==> src/rtl/vdma_pkg.sv <==
package vdma_pkg;
  localparam int REG_BITS   = 8;
  localparam int LEN_BITS   = 2 * REG_BITS;
  localparam int VADDR_BITS = 2 * REG_BITS;
  localparam int BUS_BITS   = 3 * REG_BITS;
  localparam int WIN_BITS   = 2 * REG_BITS + 1;

  typedef enum logic [1:0] {
    XF_BUS  = 2'd0,
    XF_FILL = 2'd1,
    XF_COPY = 2'd2,
    XF_COPY_ALT = 2'd3
  } xfer_mode_e;

  typedef enum logic [1:0] {
    TG_VRAM  = 2'd0,
    TG_CRAM  = 2'd1,
    TG_VSRAM = 2'd2,
    TG_NONE  = 2'd3
  } target_e;
endpackage

==> src/rtl/vdma_len_ctr.sv <==
module vdma_len_ctr
  import vdma_pkg::*;
#(
  parameter int LEN_W = LEN_BITS
) (
  input  logic             clk,
  input  logic             rst_n,
  input  logic             load,
  input  logic             step,
  input  logic [LEN_W-1:0] len_in,
  output logic             busy,
  output logic             last,
  output logic [LEN_W-1:0] remain
);
  localparam int CNT_W = LEN_W + 1;

  logic [CNT_W-1:0] cnt_q;

  always_ff @(posedge clk) begin
    if (!rst_n) begin
      cnt_q <= '0;
    end else if (load) begin
      // a zero length means one full wrap of the length field
      cnt_q <= (len_in == '0) ? {1'b1, {LEN_W{1'b0}}} : {1'b0, len_in};
    end else if (step && busy) begin
      cnt_q <= cnt_q - CNT_W'(1);
    end
  end

  assign busy   = (cnt_q != '0);
  assign last   = (cnt_q == CNT_W'(1));
  assign remain = cnt_q[LEN_W-1:0];

  AST_LEN_COUNTDOWN: assert property (@(posedge clk) disable iff (!rst_n)
    (step && busy && !last) |=> (busy && cnt_q == $past(cnt_q) - CNT_W'(1)));
  AST_LEN_DONE: assert property (@(posedge clk) disable iff (!rst_n)
    (step && last) |=> (!busy && remain == '0));
endmodule

==> src/rtl/vdma_src_gen.sv <==
module vdma_src_gen
  import vdma_pkg::*;
#(
  parameter int REG_W = REG_BITS
) (
  input  logic               clk,
  input  logic               rst_n,
  input  logic               load,
  input  logic               step,
  input  logic               is_bus,
  input  logic [REG_W-1:0]   r_lo,
  input  logic [REG_W-1:0]   r_mid,
  input  logic [REG_W-1:0]   r_hi,
  output logic [3*REG_W-1:0] src,
  output logic [3*REG_W-1:0] image
);
  localparam int AW  = 3 * REG_W;
  localparam int VA  = 2 * REG_W;
  localparam int WIN = 2 * REG_W + 1;

  logic [AW-1:0]    src_q;
  logic [REG_W-1:0] hi_q;
  logic             bus_q;

  always_ff @(posedge clk) begin
    if (!rst_n) begin
      src_q <= '0;
      hi_q  <= '0;
      bus_q <= 1'b0;
    end else if (load) begin
      hi_q  <= r_hi;
      bus_q <= is_bus;
      if (is_bus) src_q <= {r_hi[REG_W-2:0], r_mid, r_lo, 1'b0};
      else        src_q <= {{REG_W{1'b0}}, r_mid, r_lo};
    end else if (step) begin
      if (bus_q) src_q <= {src_q[AW-1:WIN], src_q[WIN-1:0] + WIN'(2)};
      else       src_q <= {{REG_W{1'b0}}, src_q[VA-1:0] + VA'(1)};
    end
  end

  assign src   = src_q;
  assign image = bus_q ? {hi_q[REG_W-1], src_q[AW-1:1]} : {hi_q, src_q[VA-1:0]};

  AST_BUS_WINDOW: assert property (@(posedge clk) disable iff (!rst_n)
    (step && !load && bus_q) |=> (src_q[AW-1:WIN] == $past(src_q[AW-1:WIN]) && !src_q[0]));
  AST_BYTE_STEP: assert property (@(posedge clk) disable iff (!rst_n)
    (step && !load && !bus_q) |=> (src_q[VA-1:0] == $past(src_q[VA-1:0]) + VA'(1)));
endmodule

==> src/rtl/vdma_dst_gen.sv <==
module vdma_dst_gen
  import vdma_pkg::*;
#(
  parameter int                   REG_W   = REG_BITS,
  parameter logic [2*REG_W-1:0]   VS_MASK = 'h7E
) (
  input  logic               clk,
  input  logic               rst_n,
  input  logic               load,
  input  logic               step,
  input  logic               is_bus,
  input  logic               valid,
  input  logic [1:0]         tgt_in,
  input  logic [2*REG_W-1:0] dst_in,
  input  logic [REG_W-1:0]   inc_in,
  output logic [2*REG_W-1:0] dst_out,
  output logic               swap
);
  localparam int VA = 2 * REG_W;

  logic [VA-1:0]    dst_q;
  logic [REG_W-1:0] inc_q;
  target_e          tgt_q;
  logic             bus_q;

  always_ff @(posedge clk) begin
    if (!rst_n) begin
      dst_q <= '0;
      inc_q <= '0;
      tgt_q <= TG_VRAM;
      bus_q <= 1'b0;
    end else if (load) begin
      dst_q <= dst_in;
      inc_q <= inc_in;
      tgt_q <= target_e'(tgt_in);
      bus_q <= is_bus;
    end else if (step) begin
      dst_q <= dst_q + {{REG_W{1'b0}}, inc_q};
    end
  end

  assign dst_out = (tgt_q == TG_VSRAM) ? (dst_q & VS_MASK) : dst_q;
  assign swap    = valid && bus_q && (tgt_q == TG_VRAM) && dst_q[0];

  AST_DST_STEP: assert property (@(posedge clk) disable iff (!rst_n)
    (step && !load) |=> (dst_q == $past(dst_q) + {{REG_W{1'b0}}, $past(inc_q)}));
  AST_VSRAM_MASK: assert property (@(posedge clk) disable iff (!rst_n)
    (valid && tgt_q == TG_VSRAM) |-> (dst_out[0] == 1'b0 && dst_out[VA-1:7] == '0));
endmodule

==> src/rtl/vdma_addr_gen.sv <==
module vdma_addr_gen
  import vdma_pkg::*;
(
  input  logic        clk,
  input  logic        rst_n,
  input  logic        start,
  input  logic [1:0]  mode,
  input  logic [1:0]  target,
  input  logic [7:0]  len_lo,
  input  logic [7:0]  len_hi,
  input  logic [7:0]  src_lo,
  input  logic [7:0]  src_mid,
  input  logic [7:0]  src_hi,
  input  logic [7:0]  auto_inc,
  input  logic [15:0] dst_start,
  input  logic [7:0]  fill_byte,
  output logic        busy,
  output logic        out_valid,
  input  logic        out_ready,
  output logic [23:0] out_src,
  output logic [15:0] out_dst,
  output logic        out_swap,
  output logic [7:0]  out_fill,
  output logic [15:0] reg_len,
  output logic [23:0] reg_src
);
  logic       load, step, last, bus_in;
  xfer_mode_e mode_q;
  logic [7:0] fill_q;

  assign load   = start && !busy;
  assign step   = busy && out_ready;
  assign bus_in = (xfer_mode_e'(mode) == XF_BUS);

  always_ff @(posedge clk) begin
    if (!rst_n) begin
      mode_q <= XF_BUS;
      fill_q <= '0;
    end else if (load) begin
      mode_q <= xfer_mode_e'(mode);
      fill_q <= fill_byte;
    end
  end

  vdma_len_ctr #(.LEN_W(LEN_BITS)) u_len (
    .clk(clk), .rst_n(rst_n), .load(load), .step(step),
    .len_in({len_hi, len_lo}), .busy(busy), .last(last), .remain(reg_len)
  );

  vdma_src_gen #(.REG_W(REG_BITS)) u_src (
    .clk(clk), .rst_n(rst_n), .load(load), .step(step), .is_bus(bus_in),
    .r_lo(src_lo), .r_mid(src_mid), .r_hi(src_hi), .src(out_src), .image(reg_src)
  );

  vdma_dst_gen #(.REG_W(REG_BITS)) u_dst (
    .clk(clk), .rst_n(rst_n), .load(load), .step(step), .is_bus(bus_in),
    .valid(busy), .tgt_in(target), .dst_in(dst_start), .inc_in(auto_inc),
    .dst_out(out_dst), .swap(out_swap)
  );

  assign out_valid = busy;
  assign out_fill  = (busy && mode_q == XF_FILL) ? fill_q : 8'h00;

  AST_STALL_HOLD: assert property (@(posedge clk) disable iff (!rst_n)
    (out_valid && !out_ready) |=> (out_valid && $stable(out_src) && $stable(out_dst)
                                   && $stable(out_swap) && $stable(out_fill)));
  AST_LAST_ACCEPT: assert property (@(posedge clk) disable iff (!rst_n)
    (out_valid && out_ready && last) |=> !out_valid);
  AST_START_IGNORED: assert property (@(posedge clk) disable iff (!rst_n)
    (busy && start && !out_ready) |=> $stable(reg_len));
endmodule

==> config.mk <==
export PLATFORM = sky130hd
export DESIGN_NAME = vdma_addr_gen
export DESIGN_NICKNAME = d
export VERILOG_FILES = /design/src/rtl/vdma_pkg.sv /design/src/rtl/vdma_len_ctr.sv /design/src/rtl/vdma_src_gen.sv /design/src/rtl/vdma_dst_gen.sv /design/src/rtl/vdma_addr_gen.sv
export SDC_FILE = /design/constraint.sdc
export NUM_CORES = 1
export LEC_CHECK = 0
export BUFFER_PORTS_ARGS = -buffer_cell sky130_fd_sc_hd__buf_2
export CORE_MARGIN = 10
export CORE_UTILIZATION = 45
export DETAILED_ROUTE_END_ITERATION = 12
export HOLD_SLACK_MARGIN = 0.03
export MAX_ROUTING_LAYER = met4
export PLACE_DENSITY = 0.78
export SETUP_SLACK_MARGIN = 0.05
export SYNTH_ARGS = -nofsm -noshare
export SYNTH_HDL_FRONTEND = slang
export SYNTH_SLANG_ARGS = --single-unit
==> constraint.sdc <==
create_clock -name clk -period 4.33 [get_ports clk]
set_input_delay 1.299 -clock clk [delete_from_list [all_inputs] [get_ports clk]]
set_output_delay 1.299 -clock clk [all_outputs]
set_load 0.05 [all_outputs]
==> impl_metrics.tcl, run 1 <==
set metrics [dict create \
    finalCritPeriodShare 0.845 \
    die_area_sq_um 16200 \
    seq_area_frac_synth 0.333 \
    antenna_left 0 \
    async_reset_ff_frac 0 \
    cap_violations 0 \
    yosys_warnings 0 \
    slew_headroom 0.437 \
    dr_total_vias 5202 \
    avgSynthCellArea_sq_um 8.13 \
    fin_hold_ws_ns 0.449 \
    fin_cells 914 \
    hold_viol 0 \
    root_buffer "clkbuf_16" \
    cellPowerDensity_nw_per_um2 763 \
    avgRoutedWirePerCell_microns 18.1 \
    io_pins 171 \
    multi_input_area_sq_um 3070 \
    tightest_slew_ns 0.839 \
    max_freq_mhz 273 \
    p_int_mw 2.28 \
    ff2ff_path_depth 8 \
    peakVddDrop_uv 547 \
    clock_sinks 86 \
    swShare 0.520 \
    hold_depth 2 \
    core-area_sq_um 11300 \
    ys_types 66 \
    synth_edf_count 0 \
    clk_latency_ns 0.34 \
    htree_levels 3 \
    worst_ep_required_time_ns 3.03 \
    final_nets 857 \
    wl_microns 16500 \
    antenna_found_initial 2 \
    clk_path_buf_depth 2 \
    placed_cells 896 \
    layout-drive-gt1-share 0.306 \
    switching_power_mw 2.48 \
    cts_tree "yes" \
    fin_skew_ns 0.00891 \
    vias_per_cell 5.69 \
    fin_ws_ns 0.670 \
    dr.pass1.iters 5 \
    pre_cts_ws_ns 1.05 \
    crit_path_start_kind "flip-flop" \
    grt_max_degree 55 \
    grt_overflow 0 \
    ys.flop_type "dfxtp_1" \
    syn-num-nets 729 \
    syn_inst 636 \
    postCtsSetupBuffers 0 \
    drt-initial-drc-count 414 \
    setup_viol 0 \
    syn_area_sq_um 5170 \
    drc 0 \
    fin_tns_setup_ns 0 \
    numCtsBuffers 9 \
    critPathCaptureType "output pin" \
    grt_pass1_wl_microns 26100 \
    min_period_ns 3.66 \
    synth_seq_cells 86 \
    num_rows 39 \
    areaGrowthSynthToFinish_pct 20.7 \
    fp.dieW_microns 127 \
    pwr-share-clk 0.170 \
    min-delay-path-class "reg2reg" \
    n_fill_cell 1115 \
    status "complete, no violations" \
    post_cts_resize_count 0 \
    grtUsageTotal 0.200 \
    start_util 0.457 \
    die_h_microns 127 \
    finalMaxSlewViolations 0 \
    dp_hpwl_microns 12100 \
    path_clk_slew_ns 0.07 \
    regArea_sq_um 1720 \
    place.gp.congestion 0.894 \
    arrival_ns 2.36 \
    comb_power_share 0.558 \
    port_buffers 170 \
    crit_fanout 8 \
    worstSetupPathType "reg2out" \
    rsz0062_at_grt "no" \
    p_leak_nw 2.71 \
    pwr-share-seq 0.271 \
    cts_hold_buf 0 \
    grt_pass1_vias 5035 \
]
[cell usage after synthesis (5+ instances only)]
cell	count	area [sq um]
nor2_1	21	78.8
dfxtp_1	86	1720
ha_1	12	150
xor2_1	12	105
a22o_1	7	61.3
nor4_1	9	56.3
mux2_2	30	338
xnor2_1	10	87.6
nor3_1	17	85.1
a21oi_1	66	330
and4_1	5	43.8
nand3_1	14	70.1
and3_1	8	50.1
a31oi_1	5	31.3
or3_1	6	37.5
and2_1	22	138
o211ai_1	7	52.6
clkbuf_1	26	97.6
nand4_1	11	68.8
nand2_1	100	375
buf_4	24	180
a311oi_1	6	52.6
buf_2	7	35.0
a211oi_1	13	97.6
inv_1	8	30.0
o21ai_0	37	185
[power by group through the flow]
| stage | Clock [mW] | Sequential (mW) | Combinational (mW) |
|---|---|---|---|
| 6_report | 0.811 | 1.29 | 2.66 |
| 4_1_cts | 0.817 | 1.29 | 2.66 |
| 3_5_place_dp | 0 | 1.30 | 2.65 |
| 3_3_place_gp | 0 | 1.29 | 2.65 |
| 2_1_floorplan | 0 | 1.42 | 2.02 |
| 5_1_grt | 0.850 | 1.33 | 2.86 |
[path summary, 6_finish.rpt]
kind	start	end	slack, ns
worst max-delay path	u_len.cnt_q[0]$_SDFFE_PN0P_	out_fill[5]	0.67
worst min-delay path	u_src.hi_q[7]$_SDFFE_PN0P_	u_src.hi_q[7]$_SDFFE_PN0P_	0.45
worst max register to register	u_len.cnt_q[0]$_SDFFE_PN0P_	u_len.cnt_q[1]$_SDFFE_PN0P_	1.34
worst min register to register	u_src.hi_q[7]$_SDFFE_PN0P_	u_src.hi_q[7]$_SDFFE_PN0P_	0.45
[metrics by stage]
| step | instance area (sq um) | power (mW) | util |
|---|---|---|---|
| after floorplan | 5170 | 3.45 | - |
| after global placement | 5920 | 3.94 | 0.523 |
| after detailed placement | 5920 | 3.96 | 0.523 |
| after CTS | 6230 | 4.77 | 0.551 |
| after global routing | 6240 | 5.04 | 0.551 |
| final | 6240 | 4.76 | 0.551 |
[cell families after synthesis]
family | count (synthesis) | synth area share
and+or+nand+nor | 237 | 0.236
muxes | 35 | 0.0782
DFF | 86 | 0.333
xor gates and xnor gates | 22 | 0.0373
buffers and inverters | 71 | 0.0736
AOI/OAI and AO/OA | 172 | 0.209
adders and majority gates | 13 | 0.0329
[area by class of cell]
type                    count  area share
diodes                      2    0.000802
clock buffers              12      0.0411
clock inverters             4     0.00882
inverters                   9     0.00542
multi-input cells         479       0.492
flip-flops and latches     86       0.276
well taps                 143      0.0287
repair buffers            179       0.147
[state kept, by name, summed over array words and instances (netlist names)]
register     cells
u_src.src       24
u_len.cnt_q     17
u_dst.dst_q     16
fill_q           8
u_dst.inc_q      8
u_src.hi_q       8
mode_q           2
u_dst.tgt_q      2
u_dst.bus_q      1
[layout by cell type (no fill, tap or decap), drive strengths merged, types with 13 or more instances in the layout]
cell    instances
mux2           30
nor3           17
and2           22
dfxtp          86
a21oi          66
o21ai          38
nand3          14
a211oi         13
nor2           22
nand2         100
buf           179
[layer usage]
| metal | vias up | global-route usage | routed length [microns] |
|---|---|---|---|
| li1 | 2553 | - | - |
| met1 | 2423 | 0.243 | 7250 |
| met2 | 202 | 0.325 | 7880 |
| met3 | 24 | 0.0380 | 1040 |
| met4 | 0 | 0.0683 | 333 |
| met5 | - | - | 0 |
[worst max-delay path, stage by stage, from the launching register on]
cell and delay (ns):
dfxtp_1 0.33, inv_1 0.12, ha_1 0.17, or4b_1 0.50
nor4_4 0.26, nor3b_1 0.09, buf_4 0.17, and2_1 0.16
buf_2 0.21
Power figures use the tool's default switching activity.
==> inputs of run 2 (changes only) <==
==> constraint.sdc (replaced) <==
create_clock -name clk -period 3.42 [get_ports clk]
set_input_delay 1.026 -clock clk [delete_from_list [all_inputs] [get_ports clk]]
set_output_delay 1.026 -clock clk [all_outputs]
set_load 0.05 [all_outputs]
==> impl_metrics.tcl, run 2 (same netlist as run 1, synthesis figures left out) <==
set metrics [dict create \
    die_area_sq_um 16200 \
    antenna_found_initial 0 \
    numCtsBuffers 9 \
    avgRoutedWirePerCell_microns 18.3 \
    die_h_microns 127 \
    start_util 0.457 \
    tightest_slew_ns 0.733 \
    final_cell_mix "162 x buf_2, 99 x nand2_1, 84 x dfxtp_1, 66 x a21oi_1, 37 x o21ai_0" \
    crit_fanout 8 \
    dr.pass1.iters 5 \
    drt-initial-drc-count 483 \
    layout-drive-gt1-share 0.318 \
    grt_pass1_vias 5176 \
    rsz0062_at_grt "yes" \
    peakVddDrop_uv 624 \
    status "complete, no violations" \
    arrival_ns 2.28 \
    grt_overflow 0 \
    setup_viol 0 \
    diodes 0 \
    fp.dieW_microns 127 \
    port_buffers 170 \
    grtUsageTotal 0.206 \
    finalCritPeriodShare 0.967 \
    clk_latency_ns 0.34 \
    swShare 0.510 \
    drc 0 \
    antenna_left 0 \
    htree_levels 3 \
    fin_skew_ns 0.0105 \
    grt_max_degree 46 \
    largest_reg_flops 24 \
    cap_violations 0 \
    switching_power_mw 3.17 \
    postLayoutCoreUtil 0.565 \
    clk_path_buf_depth 2 \
    grt_pass1_wl_microns 27000 \
    worstSetupPathType "reg2out" \
    num_rows 39 \
    wl_microns 16800 \
    slew_headroom 0.509 \
    max_freq_mhz 302 \
    cellPowerDensity_nw_per_um2 970 \
    n_fill_cell 1099 \
    place.gp.congestion 0.937 \
    hold_viol 0 \
    final_common_cell "buf_2" \
    p_leak_nw 2.77 \
    io_pins 171 \
    root_buffer "clkbuf_16" \
    pwr-share-clk 0.177 \
    clock_sinks 86 \
    areaGrowthSynthToFinish_pct 23.7 \
    pwr-share-seq 0.264 \
    fin_tns_setup_ns 0 \
    core-area_sq_um 11300 \
    worst_ep_required_time_ns 2.39 \
    p_int_mw 3.04 \
    final_nets 864 \
    critPathCaptureType "output pin" \
    dr_total_vias 5331 \
    fin_total_pwr_mw 6.20 \
    vias_per_cell 5.80 \
    min-delay-path-class "reg2reg" \
    min_period_ns 3.31 \
    finalMaxSlewViolations 0 \
    dp_hpwl_microns 12300 \
    crit_path_start_kind "flip-flop" \
    cts_tree "yes" \
    comb_power_share 0.559 \
    path_clk_slew_ns 0.06 \
]
==> run 2: changes by cell type in the layout (fill, tap and decap cells not counted), sizes merged <==
cell and delta:
clkinv -2, buf +7, inv +1, diode -2, bufinv +1
==> run 2: repair_timing <==
item	CTS	global route
endpoints found under the setup margin	8	8
cloned	0	0
pin swaps	1	0
buffers inserted	1	0
hold buffers	0	0
gates resized for setup	11	6
==> run 2: power groups by stage <==
stage	sequential [mW]	clock, mW	combinational, mW
after floorplan	1.80	0	2.56
after CTS	1.63	1.11	3.47
after global routing	1.69	1.15	3.73
after global placement	1.63	0	3.41
after detailed placement	1.64	0	3.42
final	1.64	1.10	3.47
==> run 2: layout make-up <==
cell class                      count  area [sq um]  share of cell area
Tap cell                          143           179              0.0280
Clock buffer                       12           256              0.0401
Clock inverter                      4          76.3              0.0119
Inverter                            9          33.8             0.00528
Sequential cell                    86          1720               0.270
Timing Repair Buffer              186          1040               0.163
Multi-Input combinational cell    479          3080               0.482
==> run 2: worst paths after layout <==
kind	from	slack, ns	depth (start not counted)	end
worst max-delay path	u_len.cnt_q[0]$_SDFFE_PN0P_	0.11	8	out_fill[5]
worst min-delay path	fill_q[6]$_SDFFE_PN0P_	0.45	2	fill_q[6]$_SDFFE_PN0P_
worst max register to register	u_len.cnt_q[0]$_SDFFE_PN0P_	0.67	10	u_len.cnt_q[15]$_SDFFE_PN0P_
worst min register to register	fill_q[6]$_SDFFE_PN0P_	0.45	2	fill_q[6]$_SDFFE_PN0P_
==> run 2: per-stage QoR <==
step / worst slack, ns / cells / area, sq um / hold WS [ns]
after global routing: 0.0465 / 919 / 6390 / 0.474
after global placement: 0.343 / 902 / 6000 / 0.437
after detailed placement: 0.218 / 902 / 6000 / 0.441
final: 0.111 / 919 / 6390 / 0.448
after CTS: 0.0566 / 919 / 6370 / 0.450
after floorplan: 0.282 / 636 / 5170 / 0.427
==> run 2: per-layer routing <==
metal  wire (microns)  up-vias  global-route usage
met2             8090      233               0.329
li1                 -     2569                   -
met1             7120     2502               0.259
met3             1270       27              0.0323
met5                0        -                   -
met4              318        0              0.0743
==> run 2: worst max-delay path, cell delays in order, from the launching register on <==
cell	delay (ns)
dfxtp_2	0.34
inv_2	0.08
ha_1	0.17
or4b_4	0.49
nor4_4	0.27
buf_4	0.18
nor3b_4	0.07
and2_1	0.16
buf_4	0.18
==> inputs of run 3 (changes only) <==
==> constraint.sdc (replaced) <==
create_clock -name clk -period 3.42 [get_ports clk]
set_input_delay 1.026 -clock clk [delete_from_list [all_inputs] [get_ports clk]]
set_output_delay 1.026 -clock clk [all_outputs]
set_load 0.02 [all_outputs]
==> impl_metrics.tcl, run 3 (same netlist as run 1, synthesis figures left out) <==
set metrics [dict create \
    grt_pass1_vias 5196 \
    die_area_sq_um 16200 \
    hold_viol 0 \
    crit_fanout 4 \
    wl_microns 17000 \
    fin_skew_ns 0.00689 \
    worstSetupPathType "reg2out" \
    peakVddDrop_uv 520 \
    final_common_cell "buf_2" \
    postLayoutCoreUtil 0.567 \
    drt-initial-drc-count 448 \
    num_rows 39 \
    grt_overflow 0 \
    final_cell_mix "162 x buf_2, 99 x nand2_1, 84 x dfxtp_1, 66 x a21oi_1, 37 x o21ai_0" \
    grt_pass1_wl_microns 26900 \
    root_buffer "clkbuf_16" \
    io_pins 171 \
    multi_input_area_sq_um 3100 \
    dr.pass1.iters 5 \
    finalInstanceArea_sq_um 6420 \
    p_leak_nw 2.78 \
    core-area_sq_um 11300 \
    n_fill_cell 1055 \
    min-delay-path-class "reg2reg" \
    largest_reg_flops 24 \
    setup_viol 0 \
    critPathCaptureType "output pin" \
    grtUsageTotal 0.207 \
    grt_max_degree 48 \
    die_h_microns 127 \
    min_period_ns 3.29 \
    fin_ws_ns 0.131 \
    avgRoutedWirePerCell_microns 18.4 \
    clk_latency_ns 0.35 \
    slew_headroom 0.496 \
    regArea_sq_um 1720 \
    fp.dieW_microns 127 \
    port_buffers 170 \
    numCtsBuffers 9 \
    finalMaxSlewViolations 0 \
    start_util 0.457 \
    antenna_left 0 \
    arrival_ns 2.26 \
    htree_levels 3 \
    cts_hold_buf 0 \
    max_freq_mhz 304 \
    cap_violations 0 \
    cellPowerDensity_nw_per_um2 859 \
    path_clk_slew_ns 0.07 \
    status "complete, no violations" \
    antenna_found_initial 1 \
    dr_total_vias 5294 \
    areaGrowthSynthToFinish_pct 24.3 \
    dp_hpwl_microns 12600 \
    clk_path_buf_depth 2 \
    pre_cts_ws_ns 0.338 \
    crit_path_start_kind "flip-flop" \
    final_nets 866 \
    place.gp.congestion 0.945 \
    rsz0062_at_grt "no" \
    clock_sinks 86 \
    finalCritPeriodShare 0.962 \
    fin_tns_setup_ns 0 \
    cts_tree "yes" \
    worst_ep_required_time_ns 2.39 \
    fin_hold_ws_ns 0.452 \
    layout-drive-gt1-share 0.328 \
    tightest_slew_ns 0.753 \
    vias_per_cell 5.74 \
    drc 0 \
    dpl_cell_area_sq_um 6000 \
]
## run 3: changes by cell type in the layout (fill, tap and decap cells not counted), moves of 2 or more
cell	previous run	this run
and2_1	22	19
buf_4	18	22
buf_6	3	1
and2_4	0	3
## run 3: cell type report
cell class              instances  share of cell area
diodes                          1            0.000390
clock buffers                  10              0.0372
clock inverters                 6              0.0144
inverters                       9             0.00526
multi-input cells             479               0.483
flip-flops and latches         86               0.268
well taps                     143              0.0279
repair buffers                188               0.163
## run 3: where the power goes
part	switching (mW)	internal, mW
Sequential	0.356	1.29
Combinational	1.70	1.08
Clock	0.427	0.666
## run 3: through the flow
stage	total power, mW	cells
after global routing	5.90	922
after floorplan	3.63	636
after detailed placement	4.34	902
after global placement	4.29	902
final	5.52	922
after CTS	5.45	918
## run 3: layer usage
layer  part of all wire  vias to the layer above  GRT usage
met5                  0                        -          -
met4              0.015                        0     0.0569
met3              0.067                       21     0.0434
met2               0.49                      225      0.342
met1               0.43                     2473      0.250
li1                   -                     2575          -
## run 3: timing repair
action / in CTS / in global routing
pin swaps: 0 / 10
setup buffers: 0 / 3
resized for setup: 1 / 21
setup endpoints to repair: 8 / 9
## run 3: worst paths after layout
| check | startpoint | to | slack, ns | cells past startpoint |
|---|---|---|---|---|
| worst min register to register | fill_q[7]$_SDFFE_PN0P_ | fill_q[7]$_SDFFE_PN0P_ | 0.45 | 2 |
| worst max register to register | u_len.cnt_q[0]$_SDFFE_PN0P_ | u_src.src[1]$_SDFFE_PN0P_ | 0.56 | 11 |
| worst max-delay path | u_len.cnt_q[0]$_SDFFE_PN0P_ | out_swap | 0.13 | 8 |
| worst min-delay path | fill_q[7]$_SDFFE_PN0P_ | fill_q[7]$_SDFFE_PN0P_ | 0.45 | 2 |
## run 3: worst max-delay path, stage by stage (launching register included)
cell     delay [ns]
dfxtp_2        0.34
inv_2          0.09
ha_4           0.14
or4b_4         0.49
nor4_4         0.41
buf_4          0.18
buf_6          0.08
nor2_1         0.04
buf_4          0.15
